## src/rtl/sym_baud_pkg.sv

```systemverilog
package sym_baud_pkg;

  typedef enum logic [1:0] {
    REG_CTRL = 2'd0,
    REG_HI   = 2'd1,
    REG_LO   = 2'd2,
    REG_NONE = 2'd3
  } regSel_e;

  localparam int RUN_BIT  = 4;
  localparam int STOP_BIT = 5;

  // strobes from control to datapath
  typedef struct packed {
    logic loadHi;
    logic loadLo;
    logic start;
    logic step;
  } dpStrobe_t;

endpackage

```

## src/rtl/sym_baud_ctrl.sv

```systemverilog
module sym_baud_ctrl
  import sym_baud_pkg::*;
#(
  parameter int NUM_SRC = 8,
  parameter int SEL_W   = (NUM_SRC > 1) ? $clog2(NUM_SRC) : 1
) (
  input  logic               clk,
  input  logic               rstN,
  input  logic               wrEn,
  input  logic [1:0]         wrAddr,
  input  logic [SEL_W-1:0]   selIn,
  input  logic               runIn,
  input  logic               stopIn,
  input  logic [NUM_SRC-1:0] srcTick,
  output dpStrobe_t          strobe,
  output logic               running
);

  logic [SEL_W-1:0] srcSel;
  logic             ctrlWr;
  logic             runReq;
  logic             stopReq;
  logic             selTick;

  assign ctrlWr  = wrEn && (wrAddr == REG_CTRL);
  assign stopReq = ctrlWr && stopIn;
  assign runReq  = ctrlWr && runIn && !stopIn;
  assign selTick = srcTick[srcSel];

  always_ff @(posedge clk) begin
    if (!rstN) begin
      srcSel  <= '0;
      running <= 1'b0;
    end else begin
      if (ctrlWr) srcSel <= selIn;
      if (stopReq)     running <= 1'b0;
      else if (runReq) running <= 1'b1;
    end
  end

  always_comb begin
    strobe.loadHi = wrEn && (wrAddr == REG_HI);
    strobe.loadLo = wrEn && (wrAddr == REG_LO);
    strobe.start  = runReq;
    strobe.step   = running && selTick && !ctrlWr;
  end

endmodule

```

## src/rtl/sym_baud_dp.sv

```systemverilog
module sym_baud_dp
  import sym_baud_pkg::*;
#(
  parameter int CNT_W = 16
) (
  input  logic      clk,
  input  logic      rstN,
  input  dpStrobe_t strobe,
  input  logic [7:0] wrData,
  output logic      baudOut,
  output logic      baudTick
);

  localparam int HI_W = CNT_W - 8;

  logic [CNT_W-1:0] reloadVal;
  logic [CNT_W-1:0] cnt;
  logic [CNT_W-1:0] cntNext;
  logic             outNext;
  logic             atZero;

  assign atZero = (cnt == '0);

  always_comb begin
    cntNext = cnt;
    outNext = baudOut;
    if (strobe.start) begin
      cntNext = reloadVal;
      outNext = 1'b1;
    end else if (strobe.step) begin
      if (atZero) begin
        cntNext = reloadVal;
        outNext = !baudOut;
      end else begin
        cntNext = cnt - 1'b1;
      end
    end
  end

  always_ff @(posedge clk) begin
    if (!rstN) begin
      reloadVal <= '0;
      cnt       <= '0;
      baudOut   <= 1'b0;
      baudTick  <= 1'b0;
    end else begin
      if (strobe.loadHi) reloadVal[CNT_W-1:8] <= wrData[HI_W-1:0];
      if (strobe.loadLo) reloadVal[7:0]       <= wrData;
      cnt      <= cntNext;
      baudOut  <= outNext;
      baudTick <= outNext && !baudOut;
    end
  end

endmodule

```

## src/rtl/sym_baud_timer.sv

```systemverilog
module sym_baud_timer
  import sym_baud_pkg::*;
#(
  parameter int CNT_W   = 16,
  parameter int NUM_SRC = 8
) (
  input  logic               clk,
  input  logic               rstN,
  input  logic               wrEn,
  input  logic [1:0]         wrAddr,
  input  logic [7:0]         wrData,
  input  logic [NUM_SRC-1:0] srcTick,
  output logic               baudOut,
  output logic               baudTick
);

  localparam int SEL_W = (NUM_SRC > 1) ? $clog2(NUM_SRC) : 1;

  dpStrobe_t strobe;
  logic      running;

  sym_baud_ctrl #(
    .NUM_SRC (NUM_SRC),
    .SEL_W   (SEL_W)
  ) u_ctrl (
    .clk     (clk),
    .rstN    (rstN),
    .wrEn    (wrEn),
    .wrAddr  (wrAddr),
    .selIn   (wrData[SEL_W-1:0]),
    .runIn   (wrData[RUN_BIT]),
    .stopIn  (wrData[STOP_BIT]),
    .srcTick (srcTick),
    .strobe  (strobe),
    .running (running)
  );

  sym_baud_dp #(
    .CNT_W (CNT_W)
  ) u_dp (
    .clk      (clk),
    .rstN     (rstN),
    .strobe   (strobe),
    .wrData   (wrData),
    .baudOut  (baudOut),
    .baudTick (baudTick)
  );

endmodule

```

## config.mk

```make
export PLATFORM = sky130hd
export DESIGN_NAME = sym_baud_timer
export DESIGN_NICKNAME = d
export VERILOG_FILES = /design/src/rtl/sym_baud_pkg.sv /design/src/rtl/sym_baud_ctrl.sv /design/src/rtl/sym_baud_dp.sv /design/src/rtl/sym_baud_timer.sv
export SDC_FILE = /design/constraint.sdc
export NUM_CORES = 1
export LEC_CHECK = 0
export BUFFER_PORTS_ARGS = -buffer_cell sky130_fd_sc_hd__buf_2
export CELL_PAD_IN_SITES_DETAIL_PLACEMENT = 0
export CELL_PAD_IN_SITES_GLOBAL_PLACEMENT = 1
export CORE_AREA = 2 2 77 79
export CTS_CLUSTER_DIAMETER = 30
export CTS_CLUSTER_SIZE = 8
export DETAILED_ROUTE_END_ITERATION = 8
export DIE_AREA = 0 0 79 81
export PLACE_DENSITY_LB_ADDON = 0.1
export REMOVE_ABC_BUFFERS = 1
export SYNTH_ARGS = -nofsm -noshare
export SYNTH_HDL_FRONTEND = slang
export SYNTH_SLANG_ARGS = --single-unit
```

## constraint.sdc

```tcl
create_clock -name clk -period 1.95 [get_ports clk]
set_input_delay 0.39 -clock clk [delete_from_list [all_inputs] [get_ports clk]]
set_output_delay 0.39 -clock clk [all_outputs]
set_load 0.02 [all_outputs]
```

==> results.yml <==
cts:
  cts.sinks: 38
  cts-buffers-inserted: 5
  cts-root-to-sink-buffers: 2
  cts.reportedPaths.clkPinSlew_ns: 0.09
  cts_tree: "done"
  cts_root_buf: "clkbuf_8"
  later_pin_clock_latency_in_the_skew_report_ns: 0.30
  cts_post_setup_buffers_inserted: 0
  cts_htree_levels: 2
detailed_routing:
  first_pass_iters: 4
  drcViolationCount: 0
  wire_per_inst_um: 16.3
  wl_um: 6210
  via_per_inst: 5.41
  postRouteAntennaNets: 0
  vias: 2057
  first_iter_violations: 125
global_route:
  antenna_violations_before_repair: 0
  grt_max_degree: 27
  grt_first_pass_wirelength_um: 10300
  total_congestion_overflow: 0
  globalRouteTotalUtil_pct: 21.1
  first_global_vias: 2010
yosys:
  post_synth.cell_area_avg_um2: 8.82
  fraction_of_post_synthesis_cell_area_in_the_top_cell_type_by_area_pct: 35.5
  synth_largest_area_cell: "dfxtp_1"
  postSynth.topFlopCell: "dfxtp_1"
  most_used_standard_cell_by_instance_count_after_synthesis: "dfxtp_1"
  synth_warnings: 0
  syn_area_um2: 2140
  async_flop_share_pct: 0
  synth-seq-area-share_pct: 35.5
  netlist_instances: 243
  ranking_of_synthesized_cells_by_instance_count: "dfxtp_1, nor2_1, mux2i_1, a21oi_1, o21ai_0"
  synth_enable_flop_cells: 0
  synth.ff_latch_count: 38
  synth_cell_type_count: 52
  netlist_top_cells_area: "dfxtp_1, mux2i_1, nor2_1, a21oi_1, o21ai_0"
worst_setup_path:
  crit_fanout: 10
  timing.critical_path.arrival_ns: 2.05
  end_kind: "flop"
  timing.critical_path.required_ns: 2.15
  cp-start-kind: "flop"
  worstSetupPathType: "flop to flop"
sta:
  maxClockFrequency_mhz: 538
  period_needed_ns: 1.86
  finalHoldViolations: 0
  timing.max_slew.rel_slack_pct: 73.7
  max_slew.worst_pin.slew_ns: 0.391
  final_min_period_over_clock_period_pct: 95.2
  timing.final.max_slew_violations: 0
  hold_slack_ns: 0.339
  report.final.setup_viol: 0
  clock-skew-final_ns: 0.00912
outcome:
  outcome: "finished clean"
hold_path:
  worstHoldPathType: "input pin to flop"
layout:
  drive_gt1_share_pct: 31.8
  layout.nets: 327
  finish.cell_count_without_fillers: 380
  area_delta_synth_final_pct: 27.7
  antennaDiodeCount: 0
die:
  die_w_um: 79
  core.rowCount: 28
  core_area_um2: 5680
  floorplan.die.height_um: 81
  ios: 23
  starting_density_of_the_core_pct: 37.7
  die_area_um2: 6400
pwr:
  p_leak_uw: 0.00123
  vdd_ir_drop_max_v: 0.000326
  power_density_nw_per_um2: 799
placement:
  place.gp.congestion: 0.907
  detailed_place_hpwl_um: 4720
  dp.cells: 372
  placement.io_buffers: 22
flow_run:
  cap_violations: 0
[layout by cell type, fill, tap and decap left out, drive strengths merged, types with 5 or more instances in the layout]
| cell | n |
|---|---|
| o21ai | 17 |
| o21a | 5 |
| nand4 | 7 |
| mux2i | 21 |
| a21oi | 20 |
| nand3 | 9 |
| buf | 69 |
| nor4 | 6 |
| o2111a | 6 |
| clkbuf | 5 |
| inv | 6 |
| nor2 | 34 |
| nand2 | 9 |
| a31oi | 5 |
| dfxtp | 38 |
[cells by family (layout without fill, tap and decap cells)]
group,Yosys count,count (layout),share of synthesized area [%]
AND/OR/NAND/NOR,89,89,23.0
adder cells (fa/ha/maj),2,2,1.17
multiplexers,22,22,10.5
buffers and inverters,22,84,7.71
AO/OA/AOI/OAI,70,70,22.1
flip-flops,38,38,35.5
[power breakdown]
part | switching [uW] | internal (uW)
Combinational | 292 | 241
Sequential | 21.7 | 803
Clock | 315 | 513
[stage by stage]
stage | util (%) | power [uW] | worst slack (ns) | area (um^2) | setup TNS [ns]
final | 48.2 | 2190 | 0.0930 | 2740 | 0
after CTS | 47.8 | 2180 | 0.0445 | 2710 | 0
after global placement | 45.3 | 1360 | -0.0236 | 2570 | -0.0646
after floorplan | - | 1120 | -0.0737 | 2000 | -0.301
after detailed placement | 45.3 | 1360 | -0.0212 | 2570 | -0.0741
after global routing | 48.2 | 2290 | -0.0173 | 2740 | -0.0688
[layer usage]
layer | track usage (%) | share of wire, % | vias up
met5 | 0 | 0 | -
met4 | 4.66 | 0.90 | 0
met3 | 3.56 | 3.6 | 7
met2 | 35.8 | 48 | 35
met1 | 28.3 | 47 | 987
li1 | - | - | 1028
[area by class of cell]
cell class,count,area (um^2)
clock inverter,3,68.8
fill,597,2940
tap,75,93.8
clock buffer,5,68.8
multi-input combinational,183,1240
timing repair buffer,69,475
inverter,7,26.3
sequential,38,763
[worst paths after layout]
path	from	end	slack, ns	depth (start not counted)
worst max-delay path	u_ctrl.srcSel[1]	u_dp.cnt[6]	0.09	6
worst min register to register	u_dp.baudOut	u_dp.baudTick	0.47	1
worst min-delay path	wrData[7]	u_dp.reloadVal[7]	0.34	3
worst max register to register	u_ctrl.srcSel[1]	u_dp.cnt[6]	0.09	6
[state kept, by name (all words and copies together) (netlist names)]
| name | flops |
|---|---|
| u_ctrl.srcSel | 3 |
| u_dp.baudOut | 1 |
| u_dp.baudTick | 1 |
| u_dp.cnt | 16 |
| u_dp.reloadVal | 16 |
| u_ctrl.running | 1 |
[critical path, cell delays in order (launching register included)]
cell      delay (ns)
dfxtp_1         0.36
mux2_4          0.31
or3_4           0.32
and3_1          0.23
buf_12          0.16
a211o_1         0.25
o2111a_1        0.13
[timing repair]
item	CTS	global route
endpoints found under the setup margin	1	17
resized for setup	1	6
pin swaps	0	0
hold buffers	0	0
Power figures use the tool's default switching activity.
